$ cat src/rtl/wol_pkg.sv
package wol_pkg;
  localparam int unsigned WOL_W         = 32;
  localparam logic [WOL_W-1:0] WOL_KEY  = 32'h5053_6F43;
  localparam int unsigned WOL_MATCH_MIN = 28;

  typedef struct packed {
    logic dbg;
    logic trace;
    logic test;
    logic prog;
  } access_t;
endpackage

$ cat src/rtl/wol_shadow_reg.sv
module wol_shadow_reg #(
  parameter int unsigned W = 32
) (
  input  logic         clk_i,
  input  logic         rst_ni,
  input  logic         load_i,
  input  logic [W-1:0] wdata_i,
  output logic [W-1:0] q_o
);
  logic [W-1:0] q_q;

  always_ff @(posedge clk_i or negedge rst_ni) begin
    if (!rst_ni)     q_q <= '0;
    else if (load_i) q_q <= wdata_i;
  end

  assign q_o = q_q;
endmodule

$ cat src/rtl/wol_nv_array.sv
module wol_nv_array #(
  parameter int unsigned W = 32
) (
  input  logic         clk_i,
  input  logic         prog_i,
  input  logic         erase_i,
  input  logic [W-1:0] wdata_i,
  output logic [W-1:0] q_o
);
  // no reset: models cells that keep their value through a device reset
  logic [W-1:0] cells_q;

  always_ff @(posedge clk_i) begin
    if (erase_i)     cells_q <= '0;
    else if (prog_i) cells_q <= wdata_i;
  end

  assign q_o = cells_q;
endmodule

$ cat src/rtl/wol_match.sv
module wol_match #(
  parameter int unsigned    W         = 32,
  parameter logic [W-1:0]   KEY       = '0,
  parameter int unsigned    MATCH_MIN = 28
) (
  input  logic [W-1:0] word_i,
  output logic         hit_o
);
  localparam int unsigned CNT_W = $clog2(W + 1);

  logic [W-1:0]     agree;
  logic [CNT_W-1:0] cnt;

  for (genvar i = 0; i < W; i++) begin : g_bit
    assign agree[i] = ~(word_i[i] ^ KEY[i]);
  end

  always_comb begin
    cnt = '0;
    for (int i = 0; i < W; i++) cnt = cnt + CNT_W'(agree[i]);
  end

  assign hit_o = (cnt >= CNT_W'(MATCH_MIN));
endmodule

$ cat src/rtl/wol_lock_fsm.sv
module wol_lock_fsm
  import wol_pkg::*;
(
  input  logic    clk_i,
  input  logic    rst_ni,
  input  logic    hit_i,
  input  logic    prog_req_i,
  input  logic    erase_req_i,
  output logic    prog_ok_o,
  output logic    erase_ok_o,
  output logic    locked_o,
  output logic    ready_o,
  output logic    err_o,
  output access_t access_o
);
  logic lock_q, done_q, err_q;
  logic modify_req;

  assign modify_req = prog_req_i | erase_req_i;

  // lock resets to 1: access stays closed until the capture cycle
  always_ff @(posedge clk_i or negedge rst_ni) begin
    if (!rst_ni) begin
      lock_q <= 1'b1;
      done_q <= 1'b0;
      err_q  <= 1'b0;
    end else begin
      if (!done_q) begin
        done_q <= 1'b1;
        lock_q <= hit_i;
      end
      if (done_q && lock_q && modify_req) err_q <= 1'b1;
    end
  end

  assign prog_ok_o  = prog_req_i  & done_q & ~lock_q;
  assign erase_ok_o = erase_req_i & done_q & ~lock_q;

  always_comb begin
    access_o = '0;
    if (done_q && !lock_q) access_o = '{dbg: 1'b1, trace: 1'b1, test: 1'b1, prog: 1'b1};
  end

  assign locked_o = lock_q;
  assign ready_o  = done_q;
  assign err_o    = err_q;
endmodule

$ cat src/rtl/wol_lock_ctrl.sv
module wol_lock_ctrl
  import wol_pkg::*;
#(
  parameter int unsigned  W         = WOL_W,
  parameter logic [W-1:0] KEY       = WOL_KEY,
  parameter int unsigned  MATCH_MIN = WOL_MATCH_MIN
) (
  input  logic         clk_i,
  input  logic         rst_ni,
  input  logic [W-1:0] wdata_i,
  input  logic         load_i,
  input  logic         prog_i,
  input  logic         erase_i,
  output logic         locked_o,
  output logic         ready_o,
  output logic         key_match_o,
  output logic         dbg_en_o,
  output logic         trace_en_o,
  output logic         test_en_o,
  output logic         prog_en_o,
  output logic         lock_err_o
);
  logic [W-1:0] stage_q;
  logic [W-1:0] nv_q;
  logic         hit;
  logic         prog_ok, erase_ok;
  access_t      access;

  wol_shadow_reg #(.W(W)) i_stage (
    .clk_i  (clk_i),
    .rst_ni (rst_ni),
    .load_i (load_i),
    .wdata_i(wdata_i),
    .q_o    (stage_q)
  );

  wol_nv_array #(.W(W)) i_nv (
    .clk_i  (clk_i),
    .prog_i (prog_ok),
    .erase_i(erase_ok),
    .wdata_i(stage_q),
    .q_o    (nv_q)
  );

  wol_match #(.W(W), .KEY(KEY), .MATCH_MIN(MATCH_MIN)) i_match (
    .word_i(nv_q),
    .hit_o (hit)
  );

  wol_lock_fsm i_fsm (
    .clk_i      (clk_i),
    .rst_ni     (rst_ni),
    .hit_i      (hit),
    .prog_req_i (prog_i),
    .erase_req_i(erase_i),
    .prog_ok_o  (prog_ok),
    .erase_ok_o (erase_ok),
    .locked_o   (locked_o),
    .ready_o    (ready_o),
    .err_o      (lock_err_o),
    .access_o   (access)
  );

  assign key_match_o = hit;
  assign dbg_en_o    = access.dbg;
  assign trace_en_o  = access.trace;
  assign test_en_o   = access.test;
  assign prog_en_o   = access.prog;
endmodule

$ cat config.mk
export PLATFORM = sky130hd
export DESIGN_NAME = wol_lock_ctrl
export DESIGN_NICKNAME = d
export VERILOG_FILES = /design/src/rtl/wol_pkg.sv /design/src/rtl/wol_shadow_reg.sv /design/src/rtl/wol_nv_array.sv /design/src/rtl/wol_match.sv /design/src/rtl/wol_lock_fsm.sv /design/src/rtl/wol_lock_ctrl.sv
export SDC_FILE = /design/constraint.sdc
export NUM_CORES = 1
export LEC_CHECK = 0
export ABC_AREA = 1
export BUFFER_PORTS_ARGS = -buffer_cell sky130_fd_sc_hd__buf_4
export CELL_PAD_IN_SITES_DETAIL_PLACEMENT = 1
export CELL_PAD_IN_SITES_GLOBAL_PLACEMENT = 2
export CORE_MARGIN = 3
export CORE_UTILIZATION = 41
export CTS_CLUSTER_SIZE = 8
export DETAILED_ROUTE_END_ITERATION = 10
export PLACE_DENSITY_LB_ADDON = 0.08
export SLEW_MARGIN = 20
export SYNTH_ARGS = -nofsm -noshare
export SYNTH_HDL_FRONTEND = slang
export SYNTH_SLANG_ARGS = --single-unit
$ cat constraint.sdc
create_clock -name clk_i -period 13.2 [get_ports clk_i]
set_input_delay 1.32 -clock clk_i [delete_from_list [all_inputs] [get_ports clk_i]]
set_output_delay 1.32 -clock clk_i [all_outputs]
set_load 0.03 [all_outputs]
# Word-level counts from Yosys, hierarchy flattened
# Index checks and enable logic that the tools add are counted.
dict set report word_totals {
  regBits 67
  latch_bits 0
  ramBits 0
  rom_bits 0
  in_bits 37
  out_inout_bits 8
  wordCells 65
  memories 0
}
dict set report classes {
  n_addsub 31
  n_mul 0
  div 0
  magnitude_cmp 1
  n_eq_ne 0
  shift 0
  n_mux 1
  bitwise 23
  n_reduce_logical 4
}
# op count
set op_table {}
lappend op_table {{$add A6 B1 Y6} 26}
lappend op_table {{$not A1 Y1} 18}
lappend op_table {{$add A5 B1 Y6} 1}
lappend op_table {{$ge A6 B5 Y1 const B} 1}
lappend op_table {{$add A4 B1 Y5} 1}
lappend op_table {{$add A3 B1 Y4} 1}
lappend op_table {{$and A1 B1 Y1} 4}
lappend op_table {{$mux W4} 1}
lappend op_table {{$add A2 B1 Y3} 1}
lappend op_table {{$logic_and A1 B1 Y1} 3}
lappend op_table {{$add A1 B1 Y2} 1}
lappend op_table {{$logic_not A1 Y1} 1}
lappend op_table {{$or A1 B1 Y1} 1}

# Longest topological paths before layout
dict set report depth {
  word_depth 32
  depth_mapped 24
  mapped_depth_nobuf 24
}

# Modules after synthesis
# A second synthesis with hierarchy kept.
dict set report hier_totals {
  cells_unflattened 461
  hier_area_um2 3643.5
}
# mod n_inst cells_each area_each_um2 seq_area_each_um2
set modules_own_cells {}
lappend modules_own_cells {wol_nv_array 1 203 1338.8 640.6}
lappend modules_own_cells {wol_shadow_reg 1 136 1292.5 800.8}
lappend modules_own_cells {wol_match 1 101 854.6 0.0}
lappend modules_own_cells {wol_lock_fsm 1 21 157.7 76.3}

# Worst setup path before layout
# No wires, ideal clock.
dict set report synth_timing {
  path_type {reg2out}
  start {reg i_nv.cells_q[0] (netlist: i_nv.q_o[0])}
  end {out key_match_o}
  arrival_time_ns 5.015
  t_required_ns 11.880
  setup_slack_ns 6.865
  stages_incl_launch_ff 19
  path_buffers 0
  cell_sequence {dfxtp_1 > fa_1 > inv_1 > fa_1 > inv_1 > fa_1 > fa_1 > inv_1 > fa_1 > fa_1 > fa_1 > inv_1 > ha_1 > fa_1 > xor2_1 > nand2_1 > nor2_1 > nand2_1 > nand2_1}
}
dict set report synth_between {
  elab_chain_len 32
}
# element line
set synth_rtl {}
lappend synth_rtl {{start: declaration} wol_nv_array.sv:11} ;# logic [W-1:0] cells_q;
lappend synth_rtl {{start signal: assignment} wol_nv_array.sv:15} ;# else if (prog_i) cells_q <= wdata_i;
lappend synth_rtl {{$add A1 B1 Y2} wol_match.sv:20} ;# for (int i = 0; i < W; i++) cnt = cnt + CNT_W'(agree[i]);
lappend synth_rtl {{$add A2 B1 Y3} wol_match.sv:20}
lappend synth_rtl {{$add A3 B1 Y4} wol_match.sv:20}
lappend synth_rtl {{$add A4 B1 Y5} wol_match.sv:20}
lappend synth_rtl {{$add A5 B1 Y6} wol_match.sv:20}
lappend synth_rtl {{$add A6 B1 Y6 (26 in series)} wol_match.sv:20}
lappend synth_rtl {{$ge A6 B5 Y1} wol_match.sv:23} ;# assign hit_o = (cnt >= CNT_W'(MATCH_MIN));
lappend synth_rtl {{end: declaration} wol_lock_ctrl.sv:16} ;# output logic key_match_o,
# Every way passes these cells.

# Worst setup path after layout
# Ends and elaborated chain as after synthesis.

==> results.py <==
metrics = {
    "clock_network": {
        "hold_buffers": 0,
        "clkTransAtPathRegs_ps": 60,
        "post_cts_resize_count": 0,
        "htree_levels": 3,
        "clockBufferDepth": 2,
        "clock_latency_ps": 350,
        "clockRootBuffer": "clkbuf_8",
        "cts_sinks": 67,
        "post_cts_buffers": 0,
        "tritoncts": "done",
        "cts_buffers": 9,
    },
    "timing": {
        "drv_slew": 0,
        "relSlewSlack_pct": 40.1,
        "clock_skew_ps": 13.6,
        "fmax_mhz": 145,
        "tightestPinTransition_ps": 899,
        "setup_violations": 0,
        "fin_crit_sh_pct": 52.2,
        "hold_viol": 0,
        "rsz0062_at_grt": "false",
        "tns_ps": 0,
        "period_minus_slack_ps": 6890,
    },
    "detailed_routing": {
        "wl_per_cell_um": 14.3,
        "top_layer_used": "met4",
        "drc": 0,
        "drt_iter0_drc": 23,
        "vias_per_cell": 4.79,
        "vias": 2215,
        "wirelength_met1_um": 3140,
        "ant_nets": 0,
        "drt-total-wl_um": 6610,
        "dr_wl_met2_um": 3130,
        "dr.pass1.iters": 4,
        "dr_wl_met3_um": 215,
    },
    "placed_design": {
        "finalWeightedCongestion": 0.730,
        "dp_hpwl_um": 4730,
        "port_buffers": 44,
    },
    "die": {
        "die_area_um2": 9760,
        "coreArea_um2": 8300,
        "ios": 45,
        "row_count": 33,
        "initial_core_util_pct": 42.6,
        "die_h_um": 98.8,
        "die_w_um": 98.8,
    },
    "critical_path": {
        "critical_path.top_delay_family": "adder cells",
        "startpoint_type": "flop",
        "path_common_cell": "fa_1",
        "endpoint_kind": "output pin",
        "path_cells": "fa_1 -> inv_1 -> fa_1 -> inv_1 -> fa_1 -> fa_1 -> inv_1 -> fa_1 -> fa_1 -> fa_1 -> inv_1 -> ha_1 -> fa_1 -> xor2_1 -> nand2_1 -> nor2_1 -> nand2_1 -> nand2_1 -> buf_4",
        "path_buf_inv": 5,
        "cp.arrival_ps": 5570,
        "crit_slowest_cell": "fa_1",
        "required_ps": 11880,
        "slowest_delay_ps": 540,
        "critical_path_class": "flop to output pin",
        "worst-path-max-fanout": 2,
    },
    "global_routing": {
        "overflow": 0,
        "grt_max_degree": 48,
        "grt_pass1_wl_um": 11800,
        "grt_antenna_before_repair": 0,
        "track_usage_pct": 15.4,
        "grt_pass1_vias": 2426,
    },
    "logic_synthesis": {
        "syn_inst": 317,
        "ys_seq_area_share_pct": 43.0,
        "ys_warn_count": 0,
        "synth-seq-cells": 67,
        "synth_nets": 386,
        "ys_types": 28,
        "synth_area_um2": 3530,
        "avgSynthCellArea_um2": 11.1,
    },
    "cells_and_area": {
        "syn2layout_area_growth_pct": 13.9,
        "layout.nets": 421,
        "diodes": 0,
        "drive_above_1_share_pct": 35.6,
    },
    "flow_run": {
        "maxCapViolCount": 0,
    },
    "hold_path": {
        "hold_class": "flop to flop",
    },
    "status": {
        "status": "complete, no violations",
    },
}
state kept, by name, indices dropped and copies added (netlist names):
register,flops
i_nv.q_o,32
i_stage.q_o,32
i_fsm.err_o,1
i_fsm.locked_o,1
i_fsm.ready_o,1
routing by layer:
layer,up-vias,GRT usage (%)
met2,34,24.3
met3,13,3.40
met4,0,6.62
li1,1083,-
met1,1085,20.5
met5,-,0
worst register-to-register path: stages, from the launching register on:
cell and delay, ps:
dfxtp_1 330, fa_1 540, inv_1 50, fa_1 470, inv_1 50, fa_1 490, fa_1 520, inv_1 50
fa_1 520, fa_1 430, fa_1 490, inv_1 40, ha_1 200, fa_1 420, xor2_1 190, nand2_1 70
nor2_1 80, nand2_1 50, nand2_1 80, nand2_1 50, nand2_1 50
logic make-up after synthesis:
kind of cell | synth area share (%)
compound gates | 17.3
mux | 7.33
xor+xnor | 0.248
buf+inv | 11.1
flops | 43.0
other cells | 0.106
fa+ha+maj | 16.4
simple gates | 4.53
cells in the mapped netlist:
| cell | n | area [µm²] |
|---|---|---|
| nand3_1 | 2 | 10.0 |
| mux2_2 | 23 | 259 |
| buf_2 | 9 | 45.0 |
| ha_1 | 8 | 100 |
| o21bai_1 | 1 | 7.51 |
| o21ai_0 | 9 | 45.0 |
| nand2_1 | 25 | 93.8 |
| or2_2 | 1 | 6.26 |
| dfstp_2 | 1 | 26.3 |
| o22ai_1 | 15 | 93.8 |
| inv_2 | 1 | 3.75 |
| xor2_1 | 1 | 8.76 |
| o22ai_2 | 17 | 213 |
| nand2_4 | 1 | 11.3 |
| a21oi_2 | 23 | 201 |
| clkinv_2 | 1 | 5.00 |
| conb_1 | 1 | 3.75 |
| nor2_8 | 1 | 20.0 |
| fa_1 | 24 | 480 |
| buf_4 | 3 | 22.5 |
| clkbuf_1 | 2 | 7.51 |
| buf_6 | 7 | 78.8 |
| dfrtp_1 | 34 | 851 |
| a21oi_1 | 10 | 50.1 |
| dfxtp_1 | 32 | 641 |
| nor2_1 | 3 | 11.3 |
| nand3b_1 | 1 | 7.51 |
| inv_1 | 61 | 229 |
layout by cell type, fill, tap and decap left out, drive strengths merged:
master    count
a21oi        33
buf          45
nand3         2
mux2         23
nand3b        1
o21ai         9
ha            8
nor2          4
or2           1
nand2        26
dfstp         1
clkbuf       14
o22ai        32
fa           24
clkinvlp      1
clkinv        2
o21bai        1
inv          62
conb          1
dfxtp        32
dfrtp        34
xor2          1
per-stage QoR:
stage	hold slack, ps	cells	util (%)	setup WS [ps]	cell area (µm²)
floorplan	456	317	-	6860	3530
global placement	464	446	46.4	6690	3850
detailed placement	476	446	46.4	6660	3850
CTS	488	462	48.5	6250	4020
global route	498	462	48.5	5940	4020
finish	487	462	48.5	6310	4020
path summary, 6_finish.rpt:
| kind | startpoint | endpoint | slack (ps) | cells after the start |
|---|---|---|---|---|
| setup / recovery | i_nv.q_o[0]$_SDFFE_PP0P_ | key_match_o | 6310 | 19 |
| hold / removal | i_nv.q_o[2]$_SDFFE_PP0P_ | i_nv.q_o[2]$_SDFFE_PP0P_ | 490 | 2 |
| setup reg to reg | i_nv.q_o[0]$_SDFFE_PP0P_ | i_fsm.locked_o$_DFFE_PN1N_ | 7960 | 20 |
| hold reg to reg | i_nv.q_o[2]$_SDFFE_PP0P_ | i_nv.q_o[2]$_SDFFE_PP0P_ | 490 | 2 |
| max in group asynchronous | rst_ni | i_fsm.locked_o$_DFFE_PN1N_ | 11920 | 1 |
| min in group asynchronous | rst_ni | i_stage.q_o[11]$_DFFE_PN0P_ | 920 | 1 |
final cells by class:
class | instances | area [µm²]
Sequential cell | 67 | 1520
Clock buffer | 14 | 163
Tap cell | 105 | 131
Timing Repair Buffer | 45 | 338
Inverter | 63 | 238
Multi-Input combinational cell | 166 | 1620
Clock inverter | 2 | 12.5
Fill cell | 917 | 4280
Power is not shown: default switching activity piles up to over one toggle a cycle in this logic, so the estimate is an artifact.
